==> config.mk <==
export PLATFORM = sky130hd
export DESIGN_NAME = sc_status_flags
export DESIGN_NICKNAME = d
export VERILOG_FILES = /design/src/rtl/sc_status_pkg.sv /design/src/rtl/sc_clear_gate.sv /design/src/rtl/sc_tend_timer.sv /design/src/rtl/sc_rx_flags.sv /design/src/rtl/sc_status_flags.sv
export SDC_FILE = /design/constraint.sdc
export NUM_CORES = 1
export LEC_CHECK = 0
export BUFFER_PORTS_ARGS = -buffer_cell sky130_fd_sc_hd__buf_2
export CORE_UTILIZATION = 47
export DETAILED_ROUTE_END_ITERATION = 6
export PLACE_DENSITY_LB_ADDON = 0.25
export SLEW_MARGIN = 20
export SYNTH_ARGS = -nofsm -noshare
export SYNTH_HDL_FRONTEND = slang
export SYNTH_SLANG_ARGS = --single-unit
==> constraint.sdc <==
create_clock -name clk_i -period 1.8 [get_ports clk_i]
set_input_delay 0.18 -clock clk_i [delete_from_list [all_inputs] [get_ports clk_i]]
set_output_delay 0.18 -clock clk_i [all_outputs]
set_load 0.02 [all_outputs]
==> src/rtl/sc_status_pkg.sv <==
package sc_status_pkg;
  localparam int unsigned FLAG_N = 6;
  localparam int unsigned CLR_N  = 5;
  localparam int unsigned STAT_W = 8;

  localparam int unsigned B_TX_EMPTY = 0;
  localparam int unsigned B_RX_FULL  = 1;
  localparam int unsigned B_OVERRUN  = 2;
  localparam int unsigned B_ERR_SIG  = 3;
  localparam int unsigned B_PAR_ERR  = 4;
  localparam int unsigned B_TX_DONE  = 5;

  typedef struct packed {
    logic tx_done;
    logic par_err;
    logic err_sig;
    logic overrun;
    logic rx_full;
    logic tx_empty;
  } flags_t;
endpackage

==> src/rtl/sc_clear_gate.sv <==
module sc_clear_gate #(
  parameter int unsigned N = 5
) (
  input  logic         clk_i,
  input  logic         rst_ni,
  input  logic         rd_i,
  input  logic         wr_i,
  input  logic [N-1:0] wdata_i,
  input  logic [N-1:0] flags_i,
  output logic [N-1:0] clr_o
);
  for (genvar i = 0; i < N; i++) begin : g_bit
    logic armed_q;

    // arm on a read that saw 1; any write disarms
    always_ff @(posedge clk_i or negedge rst_ni) begin
      if (!rst_ni)                  armed_q <= 1'b0;
      else if (wr_i)                armed_q <= 1'b0;
      else if (rd_i && flags_i[i])  armed_q <= 1'b1;
    end

    assign clr_o[i] = wr_i & ~wdata_i[i] & armed_q;

    AST_WR_DISARMS: assert property (@(posedge clk_i) disable iff (!rst_ni)
      wr_i |=> !clr_o[i]);
  end
endmodule

==> src/rtl/sc_tend_timer.sv <==
module sc_tend_timer #(
  parameter int unsigned HALF_STD = 5,
  parameter int unsigned HALF_BLK = 3,
  parameter int unsigned HALF_GSM = 2
) (
  input  logic clk_i,
  input  logic rst_ni,
  input  logic start_i,
  input  logic tick_i,
  input  logic cancel_i,
  input  logic gsm_i,
  input  logic blk_i,
  output logic expire_o
);
  localparam int unsigned HALF_AB  = (HALF_STD > HALF_BLK) ? HALF_STD : HALF_BLK;
  localparam int unsigned HALF_MAX = (HALF_AB > HALF_GSM) ? HALF_AB : HALF_GSM;
  localparam int unsigned CNT_W    = $clog2(HALF_MAX + 1);

  logic             on_q;
  logic [CNT_W-1:0] rem_q;
  logic [CNT_W-1:0] target;

  always_comb begin
    if (gsm_i)      target = CNT_W'(HALF_GSM);
    else if (blk_i) target = CNT_W'(HALF_BLK);
    else            target = CNT_W'(HALF_STD);
  end

  assign expire_o = on_q & tick_i & (rem_q == CNT_W'(1)) & ~cancel_i & ~start_i;

  always_ff @(posedge clk_i or negedge rst_ni) begin
    if (!rst_ni) begin
      on_q  <= 1'b0;
      rem_q <= '0;
    end else if (cancel_i) begin
      on_q  <= 1'b0;
    end else if (start_i) begin
      on_q  <= 1'b1;
      rem_q <= target;
    end else if (on_q && tick_i) begin
      rem_q <= rem_q - CNT_W'(1);
      if (rem_q == CNT_W'(1)) on_q <= 1'b0;
    end
  end

  AST_REM_LIVE: assert property (@(posedge clk_i) disable iff (!rst_ni)
    on_q |-> (rem_q != '0));
  AST_EXPIRE_STOPS: assert property (@(posedge clk_i) disable iff (!rst_ni)
    expire_o |=> !on_q);
  AST_CANCEL_STOPS: assert property (@(posedge clk_i) disable iff (!rst_ni)
    cancel_i |=> !on_q);
endmodule

==> src/rtl/sc_rx_flags.sv <==
module sc_rx_flags #(
  parameter int unsigned DATA_W = 8
) (
  input  logic              clk_i,
  input  logic              rst_ni,
  input  logic              rx_done_i,
  input  logic [DATA_W-1:0] data_i,
  input  logic              par_i,
  input  logic              odd_i,
  input  logic              dma_rd_i,
  input  logic              clr_full_i,
  input  logic              clr_ovr_i,
  input  logic              clr_par_i,
  output logic              rx_full_o,
  output logic              overrun_o,
  output logic              par_err_o
);
  logic par_ok;
  logic set_full, set_ovr, set_par;

  assign par_ok   = ((^data_i) ^ par_i) == odd_i;
  assign set_full = rx_done_i & par_ok & ~rx_full_o;
  assign set_ovr  = rx_done_i & rx_full_o;
  assign set_par  = rx_done_i & ~par_ok;

  always_ff @(posedge clk_i or negedge rst_ni) begin
    if (!rst_ni) begin
      rx_full_o <= 1'b0;
      overrun_o <= 1'b0;
      par_err_o <= 1'b0;
    end else begin
      if (set_full)                    rx_full_o <= 1'b1;
      else if (clr_full_i || dma_rd_i) rx_full_o <= 1'b0;
      if (set_ovr)                     overrun_o <= 1'b1;
      else if (clr_ovr_i)              overrun_o <= 1'b0;
      if (set_par)                     par_err_o <= 1'b1;
      else if (clr_par_i)              par_err_o <= 1'b0;
    end
  end

  AST_OVR_NEEDS_FULL: assert property (@(posedge clk_i) disable iff (!rst_ni)
    $rose(overrun_o) |-> $past(rx_full_o));
  AST_BAD_PAR_SETS: assert property (@(posedge clk_i) disable iff (!rst_ni)
    (rx_done_i && (((^data_i) ^ par_i) != odd_i)) |=> par_err_o);
  AST_FULL_HOLDS: assert property (@(posedge clk_i) disable iff (!rst_ni)
    (rx_full_o && !clr_full_i && !dma_rd_i) |=> rx_full_o);
endmodule

==> src/rtl/sc_status_flags.sv <==
module sc_status_flags
  import sc_status_pkg::*;
#(
  parameter int unsigned DATA_W   = 8,
  parameter int unsigned HALF_STD = 5,
  parameter int unsigned HALF_BLK = 3,
  parameter int unsigned HALF_GSM = 2
) (
  input  logic              clk_i,
  input  logic              rst_ni,
  input  logic              standby_i,
  input  logic              tx_en_i,
  input  logic              gsm_mode_i,
  input  logic              blk_mode_i,
  input  logic              half_etu_i,
  input  logic              tx_xfer_i,
  input  logic              tx_char_end_i,
  input  logic              rx_done_i,
  input  logic [DATA_W-1:0] rx_data_i,
  input  logic              rx_par_i,
  input  logic              odd_parity_i,
  input  logic              err_low_i,
  input  logic              dma_tx_wr_i,
  input  logic              dma_rx_rd_i,
  input  logic              st_rd_i,
  input  logic              st_wr_i,
  input  logic [CLR_N-1:0]  st_wdata_i,
  output logic [STAT_W-1:0] st_rdata_o,
  input  logic              tx_irq_en_i,
  input  logic              rx_irq_en_i,
  output logic              tx_irq_o,
  output logic              rx_irq_o,
  output logic              err_irq_o
);
  flags_t            fl;
  logic [FLAG_N-1:0] fl_vec;
  logic [CLR_N-1:0]  sw_clr;

  logic tx_empty_q, err_sig_q, tx_done_q;
  logic rx_full, overrun, par_err;
  logic txe_set, txe_clr_req, txe_clr_eff;
  logic expire, tend_set;

  assign fl.tx_empty = tx_empty_q;
  assign fl.rx_full  = rx_full;
  assign fl.overrun  = overrun;
  assign fl.err_sig  = err_sig_q;
  assign fl.par_err  = par_err;
  assign fl.tx_done  = tx_done_q;
  assign fl_vec      = fl;

  sc_clear_gate #(.N(CLR_N)) u_clr (
    .clk_i   (clk_i),
    .rst_ni  (rst_ni),
    .rd_i    (st_rd_i),
    .wr_i    (st_wr_i),
    .wdata_i (st_wdata_i),
    .flags_i (fl_vec[CLR_N-1:0]),
    .clr_o   (sw_clr)
  );

  sc_rx_flags #(.DATA_W(DATA_W)) u_rx (
    .clk_i      (clk_i),
    .rst_ni     (rst_ni),
    .rx_done_i  (rx_done_i),
    .data_i     (rx_data_i),
    .par_i      (rx_par_i),
    .odd_i      (odd_parity_i),
    .dma_rd_i   (dma_rx_rd_i),
    .clr_full_i (sw_clr[B_RX_FULL]),
    .clr_ovr_i  (sw_clr[B_OVERRUN]),
    .clr_par_i  (sw_clr[B_PAR_ERR]),
    .rx_full_o  (rx_full),
    .overrun_o  (overrun),
    .par_err_o  (par_err)
  );

  sc_tend_timer #(
    .HALF_STD (HALF_STD),
    .HALF_BLK (HALF_BLK),
    .HALF_GSM (HALF_GSM)
  ) u_tmr (
    .clk_i    (clk_i),
    .rst_ni   (rst_ni),
    .start_i  (tx_char_end_i),
    .tick_i   (half_etu_i),
    .cancel_i (standby_i | err_low_i),
    .gsm_i    (gsm_mode_i),
    .blk_i    (blk_mode_i),
    .expire_o (expire)
  );

  // transmit buffer empty
  assign txe_set     = ~tx_en_i | tx_xfer_i;
  assign txe_clr_req = sw_clr[B_TX_EMPTY] | dma_tx_wr_i;
  assign txe_clr_eff = txe_clr_req & ~txe_set;

  always_ff @(posedge clk_i or negedge rst_ni) begin
    if (!rst_ni)          tx_empty_q <= 1'b1;
    else if (txe_set)     tx_empty_q <= 1'b1;
    else if (txe_clr_req) tx_empty_q <= 1'b0;
  end

  // error signal status; standby dominates
  always_ff @(posedge clk_i or negedge rst_ni) begin
    if (!rst_ni)                  err_sig_q <= 1'b0;
    else if (standby_i)           err_sig_q <= 1'b0;
    else if (err_low_i)           err_sig_q <= 1'b1;
    else if (sw_clr[B_ERR_SIG])   err_sig_q <= 1'b0;
  end

  // transmit end
  assign tend_set = standby_i
                  | (~tx_en_i & ~err_sig_q)
                  | (expire & tx_empty_q & ~err_sig_q);

  always_ff @(posedge clk_i or negedge rst_ni) begin
    if (!rst_ni)          tx_done_q <= 1'b1;
    else if (tend_set)    tx_done_q <= 1'b1;
    else if (txe_clr_eff) tx_done_q <= 1'b0;
  end

  assign st_rdata_o = {{(STAT_W-FLAG_N){1'b0}}, fl_vec};
  assign tx_irq_o   = tx_empty_q & tx_irq_en_i;
  assign rx_irq_o   = rx_full & rx_irq_en_i;
  assign err_irq_o  = overrun | err_sig_q | par_err;

  AST_TXE_TX_OFF: assert property (@(posedge clk_i) disable iff (!rst_ni)
    !tx_en_i |=> tx_empty_q);
  AST_SET_WINS: assert property (@(posedge clk_i) disable iff (!rst_ni)
    tx_xfer_i |=> tx_empty_q);
  AST_TEND_FOLLOWS_TXE: assert property (@(posedge clk_i) disable iff (!rst_ni)
    ($fell(tx_empty_q) && !$past(tend_set)) |-> !tx_done_q);
  AST_TEND_RISE_CLEAN: assert property (@(posedge clk_i) disable iff (!rst_ni)
    $rose(tx_done_q) |-> ($past(standby_i) || !$past(err_sig_q)));
  AST_ERS_FALL_SRC: assert property (@(posedge clk_i) disable iff (!rst_ni)
    $fell(err_sig_q) |-> $past(standby_i || st_wr_i));
endmodule

# Word level (Yosys, flattened, before mapping)
# Index checks and enable logic that the tools add are counted.
# totals
word_cells	115
ram_bits	0
latchBits	0
mem_bits_ro	0
inputBits	32
output_inout_bits	11
ff_bits	15
memories	0
# classes
n_lt_le_gt_ge	0
n_div	0
n_mux	31
reduce_logical	24
mul	0
eq_ne	2
add_sub_neg	1
bitwise_logic	44
shift	0
# ops
operator	n
1-bit two-way mux	27
1-bit bitwise AND	24
2-bit nonzero test	11
3-bit two-way mux	4
1-bit NOT	12
3-bit nonzero test	3
8-bit XOR reduction	1
1-bit OR	7
1-bit logical AND	6
2-bit AND reduction	2
3-bit by 1-bit == test with 1-bit output (second input constant)	1
3-bit by 1-bit subtractor with 3-bit output (second input constant)	1
1-bit == test	1
1-bit logical OR	1
1-bit XOR	1

# Depth between registers and ports, before layout
# logic_depth
depth_word	8
depth_mapped	6
mapped_depth_nobuf	6

# Cells and area by module
# A second synthesis with hierarchy kept.
# unflattened
hier_cells	98
area_unflattened_um2	923.4
# by_module_without_submodules
module	instances	cells_per_inst	seq_area_each_um2	area_each_um2
sc_tend_timer	1	29	100.1	267.8
sc_status_flags	1	27	77.6	230.2
sc_clear_gate	1	22	125.1	222.7
sc_rx_flags	1	20	75.1	202.7

# Worst setup path after synthesis
# Ideal clock, no wire load.
# synth_path
path_type	register -> register
start	register u_tmr.rem_q[0]
end	register tx_done_q
setup_ns	0.082
path_stages_with_launch	6
path_slack_ns	0.595
period_less_slack_ns	1.205
arrival_time_ns	1.123
n_path_buf	0
required_time_ns	1.718
cell_sequence	dfrtp_1 ha_1 and4b_1 nand3_1 a21oi_1 a211o_1
# synth_via
elab_chain_len	8
elab_cells_between_ends	9
classes_between	1 x eq/ne; 1 x mux; 6 x bitwise; 1 x reduce/logical
# synth_lines
item	line	source
start: declaration	sc_tend_timer.sv:20	logic [CNT_W-1:0] rem_q;
start signal: assignment	sc_tend_timer.sv:39	rem_q <= target;
start signal: assignment	sc_tend_timer.sv:41	rem_q <= rem_q - CNT_W'(1);
3-bit by 1-bit == test with 1-bit output (*)	sc_tend_timer.sv:29	assign expire_o = on_q & tick_i & (rem_q == CNT_W'(1)) & ~cancel_i & ~start_i;
1-bit bitwise AND (*) (3 in series)	sc_tend_timer.sv:29	
1-bit bitwise AND (*) (2 in series)	sc_status_flags.sv:115	| (expire & tx_empty_q & ~err_sig_q);
1-bit OR (*)	sc_status_flags.sv:115	
1-bit two-way mux / 2-bit nonzero test (equally long branches)	n/a	
end signal: assignment	sc_status_flags.sv:118	if (!rst_ni) tx_done_q <= 1'b1;
end signal: assignment	sc_status_flags.sv:119	else if (tend_set) tx_done_q <= 1'b1;
end signal: assignment	sc_status_flags.sv:120	else if (txe_clr_eff) tx_done_q <= 1'b0;
end: declaration	sc_status_flags.sv:39	logic tx_empty_q, err_sig_q, tx_done_q;
# Mark *: on every way between the ends. The rest lies on a longest branch, timed or not.
# A chain may end at the register's enable or synchronous reset.

# Worst setup path after layout
# layout_path
start	register err_sig_q
end	output port err_irq_o
# layout_via
elab_chain_len	2
# layout_lines
item	line	source
start: declaration	sc_status_flags.sv:39	
start signal: assignment	sc_status_flags.sv:106	if (!rst_ni) err_sig_q <= 1'b0;
start signal: assignment	sc_status_flags.sv:107	else if (standby_i) err_sig_q <= 1'b0;
start signal: assignment	sc_status_flags.sv:108	else if (err_low_i) err_sig_q <= 1'b1;
1-bit OR (2 in series)	sc_status_flags.sv:126	assign err_irq_o = overrun | err_sig_q | par_err;
end: declaration	sc_status_flags.sv:33	output logic err_irq_o
# No other way between the ends.

==> reports/summary.md <==
In this run the horizontal extent of the chip is 44.8 um. Dividing the synthesized area by the synthesized cell count gives 9.45 um^2. The count of cells along the worst hold path was 2; the overall fraction of global-route tracks in use was 0.186. During synthesis, Yosys emitted a total of 0 warnings. Summed over all nets, the half-perimeter wirelength after detailed placement is 1.32 mm.

The final clock period utilization by the worst path is 0.793, and the final count of negative-setup-slack endpoints is 0. Total CTS buffers: 3. dfrtp_1 is the most common cell in the netlist. The number of synthesized register bits came out at 15. The buffers inserted during post-CTS setup optimization is 0, and the starting density of the core is 0.498.

The top cell type's share of synthesized area was 0.378. The tree is rooted in a clkbuf_4. The count of cells resized by post-cts repair was 0; the clock sink count was 15. The number of flops mapped to enable cells by yosys works out to 0.

At the placement stage, the worst setup path has a slack of 0.418 ns. Post-detailed-route wirelength per cell: 10.7 um. In this run the power density over the cells is 920 mW/mm^2. The maximum number of pins on one net before global-route repair was 16.

The global-route wire length before repair is 2.64 mm, and the number of port buffers is 40. Routability-driven placement finished with a final weighted congestion of 0.774. Across the VDD grid, the largest voltage drop is 0.000528 V.

The number of antenna violations at the first check in global routing was 0. The tools report the startpoint type of the worst setup path as a flip-flop. After synthesis, the most frequently instantiated cells are dfrtp_1, a21oi_1, nor2_1. Counting every instance in the synthesized netlist gives 91. The total leakage power was 0.539 nW. For this run, the leading register cell type out of synthesis is dfrtp_1. The first TritonRoute pass finished after 4 iterations. The worst register-to-register path begins at u_tmr.rem_q[0]. The area growth from synthesis to layout is 24.2%. The number of pins with negative max-slew slack in the final report is 0, and the largest driver fanout on the critical path is 5. Summed over all layers, the global routing overflow is 0. The number of levels in the clock H-tree was 1. The later pin in the worst-skew pair is clocked with a latency of 0.28 ns.

The clock-pin slew on the worst setup and hold paths came out at 0.09 ns. Between clock sinks in the finished design, the worst skew comes to 0.00273 ns. The number of DRC markers after the initial detailed-route iteration is 4. The cell type with the highest aggregate area in the netlist was dfrtp_1. Once detail routing completed, the nets flagged for antenna violations numbered 0. The number of buffers on the longest clock path is 2, and the share of async-settable or async-resettable flops after synthesis is 1.00.

The final layout contains 163 nets. Measured in cells, the most critical reg-to-reg path has a length of 5. Worst min-delay path startpoint: dma_tx_wr_i. Setup repair after global routing left no endpoint under its margin.

The via count of the first global-routing pass is 664. The run gives 0.440 as the sequential cell area fraction in the yosys report. The fraction of layout cells with a size suffix above 1 is 0.375. The distinct cell type count of the synthesized netlist is 27, and the remaining design rule violation count is 0.

The core box area was 0.00173 mm^2. Worst hold path class: primary input to flip-flop. In this run the vertical extent of the chip is 44.8 um. The classification of the worst setup path is flip-flop to primary output.

The die covers 0.00200 mm^2. The sum of routed wire length over all layers is 1.63 mm. At the pin with the least slew margin, the transition time is 0.597 ns. The flow ran to the end, and the final reports show no timing, DRC or antenna violations.

The fmax is 0.701 GHz, and the required time of the critical path is 1.62 ns. Max-cap violations in this run came to 0. Counting I/O delays and the setup requirement, the final critical path takes 1.43 ns. The row count is 15, and the final setup slack of the worst path is 0.373 ns. At the worst endpoint, the arrival time is 1.25 ns. Yosys attributes the largest share of cell area to dfrtp_1, buf_4, a21oi_1. The post-synth design cell area was 860 um^2.

During I/O placement, the number of pins put on the boundary was 43. Using the TritonRoute via totals, the vias-per-cell ratio works out to 4.83. After routing, the total negative slack on setup checks comes to 0 ns. The tools report the launch point of the critical path as err_sig_q.

For the relative slew slack, the log shows 0.599. The number of hold violations in the final report came out at 0. 0 antenna diodes ended up in the layout. The number of vias in the routed layout came out at 739.

TritonCTS built the clock tree. STA classifies the critical path endpoint as a primary output.
[kinds of logic (layout without fill, tap and decap cells)]
family,Yosys count,count (layout),share of synthesized area
xor+xnor,8,8,0.106
buf+inv,14,50,0.0975
other cells,1,2,0.00436
simple gates,28,28,0.167
compound gates,23,23,0.156
flops,15,15,0.440
fa+ha+maj,2,2,0.0291
[timing repair]
action,4_1_cts,5_1_grt
endpoints found under the setup margin,0,0
endpoints found under the hold margin,13,0
hold buffers,1,0
[metal layers]
metal / GRT usage / routed length (um) / up-vias
li1: - / - / 375
met1: 0.219 / 647 / 331
met2: 0.321 / 871 / 31
met3: 0.0400 / 101 / 2
met4: 0.0909 / 10 / 0
met5: 0 / 0 / -
[power by group]
group / internal, mW / total (mW) / switching (mW)
Sequential: 0.406 / 0.465 / 0.0584
Clock: 0.0825 / 0.190 / 0.107
Combinational: 0.151 / 0.328 / 0.176
[final cells by class]
cell class / instances / area (um^2)
clock inverter: 1 / 5.00
sequential: 15 / 378
multi-input combinational: 63 / 402
clock buffer: 3 / 22.5
fill: 159 / 659
inverter: 5 / 18.8
tap: 25 / 31.3
timing repair buffer: 41 / 210
[final timing paths]
kind                                     endpoint  slack (ns)
setup / recovery                        err_irq_o        0.37
hold / removal                         tx_empty_q        0.04
setup reg to reg                        tx_done_q        0.53
hold reg to reg            u_clr.g_bit[3].armed_q        0.51
max in group asynchronous              tx_empty_q        1.19
min in group asynchronous          u_tmr.rem_q[2]        0.32
[sequential cells by signal, indices dropped and copies added (netlist names)]
name,cells
u_clr.g_bit.armed_q,5
u_tmr.rem_q,3
err_sig_q,1
tx_done_q,1
tx_empty_q,1
u_rx.overrun_o,1
u_rx.par_err_o,1
u_rx.rx_full_o,1
u_tmr.on_q,1
[stage by stage]
step                      std cells  hold WS, ns  power [mW]  instance area [um^2]   util
after floorplan                  92       -0.116       0.721                   863      -
after detailed placement        148        0.102       0.802                  1030  0.596
after global placement          148       0.0997       0.786                  1030  0.596
after CTS                       153       0.0356       0.997                  1070  0.618
after global routing            153       0.0255        1.06                  1070  0.618
final                           153       0.0409       0.982                  1070  0.618
[critical path: stages, from the launching register on]
cell and delay (ns):
dfrtp_1 0.43, or3_1 0.37, buf_2 0.16
[layout by cell type (no fill, tap or decap)]
| master | count |
|---|---|
| ha_1 | 2 |
| nor2b_1 | 2 |
| a21oi_1 | 11 |
| clkinv_2 | 1 |
| buf_2 | 40 |
| or2_2 | 1 |
| nand2_1 | 5 |
| clkbuf_4 | 3 |
| a31oi_1 | 2 |
| xnor3_1 | 1 |
| conb_1 | 2 |
| or3_1 | 1 |
| xnor2_1 | 6 |
| nand3b_1 | 3 |
| dlygate4sd3_1 | 1 |
| dfstp_2 | 2 |
| nor2_1 | 9 |
| and4b_1 | 1 |
| o21ai_0 | 5 |
| o31ai_1 | 2 |
| inv_1 | 5 |
| nand3_1 | 1 |
| nand2b_1 | 1 |
| xnor2_2 | 1 |
| and2_1 | 2 |
| dfrtp_1 | 13 |
| a211o_1 | 1 |
| a22o_1 | 2 |
| nor3_1 | 2 |
Power figures use the tool's default switching activity.
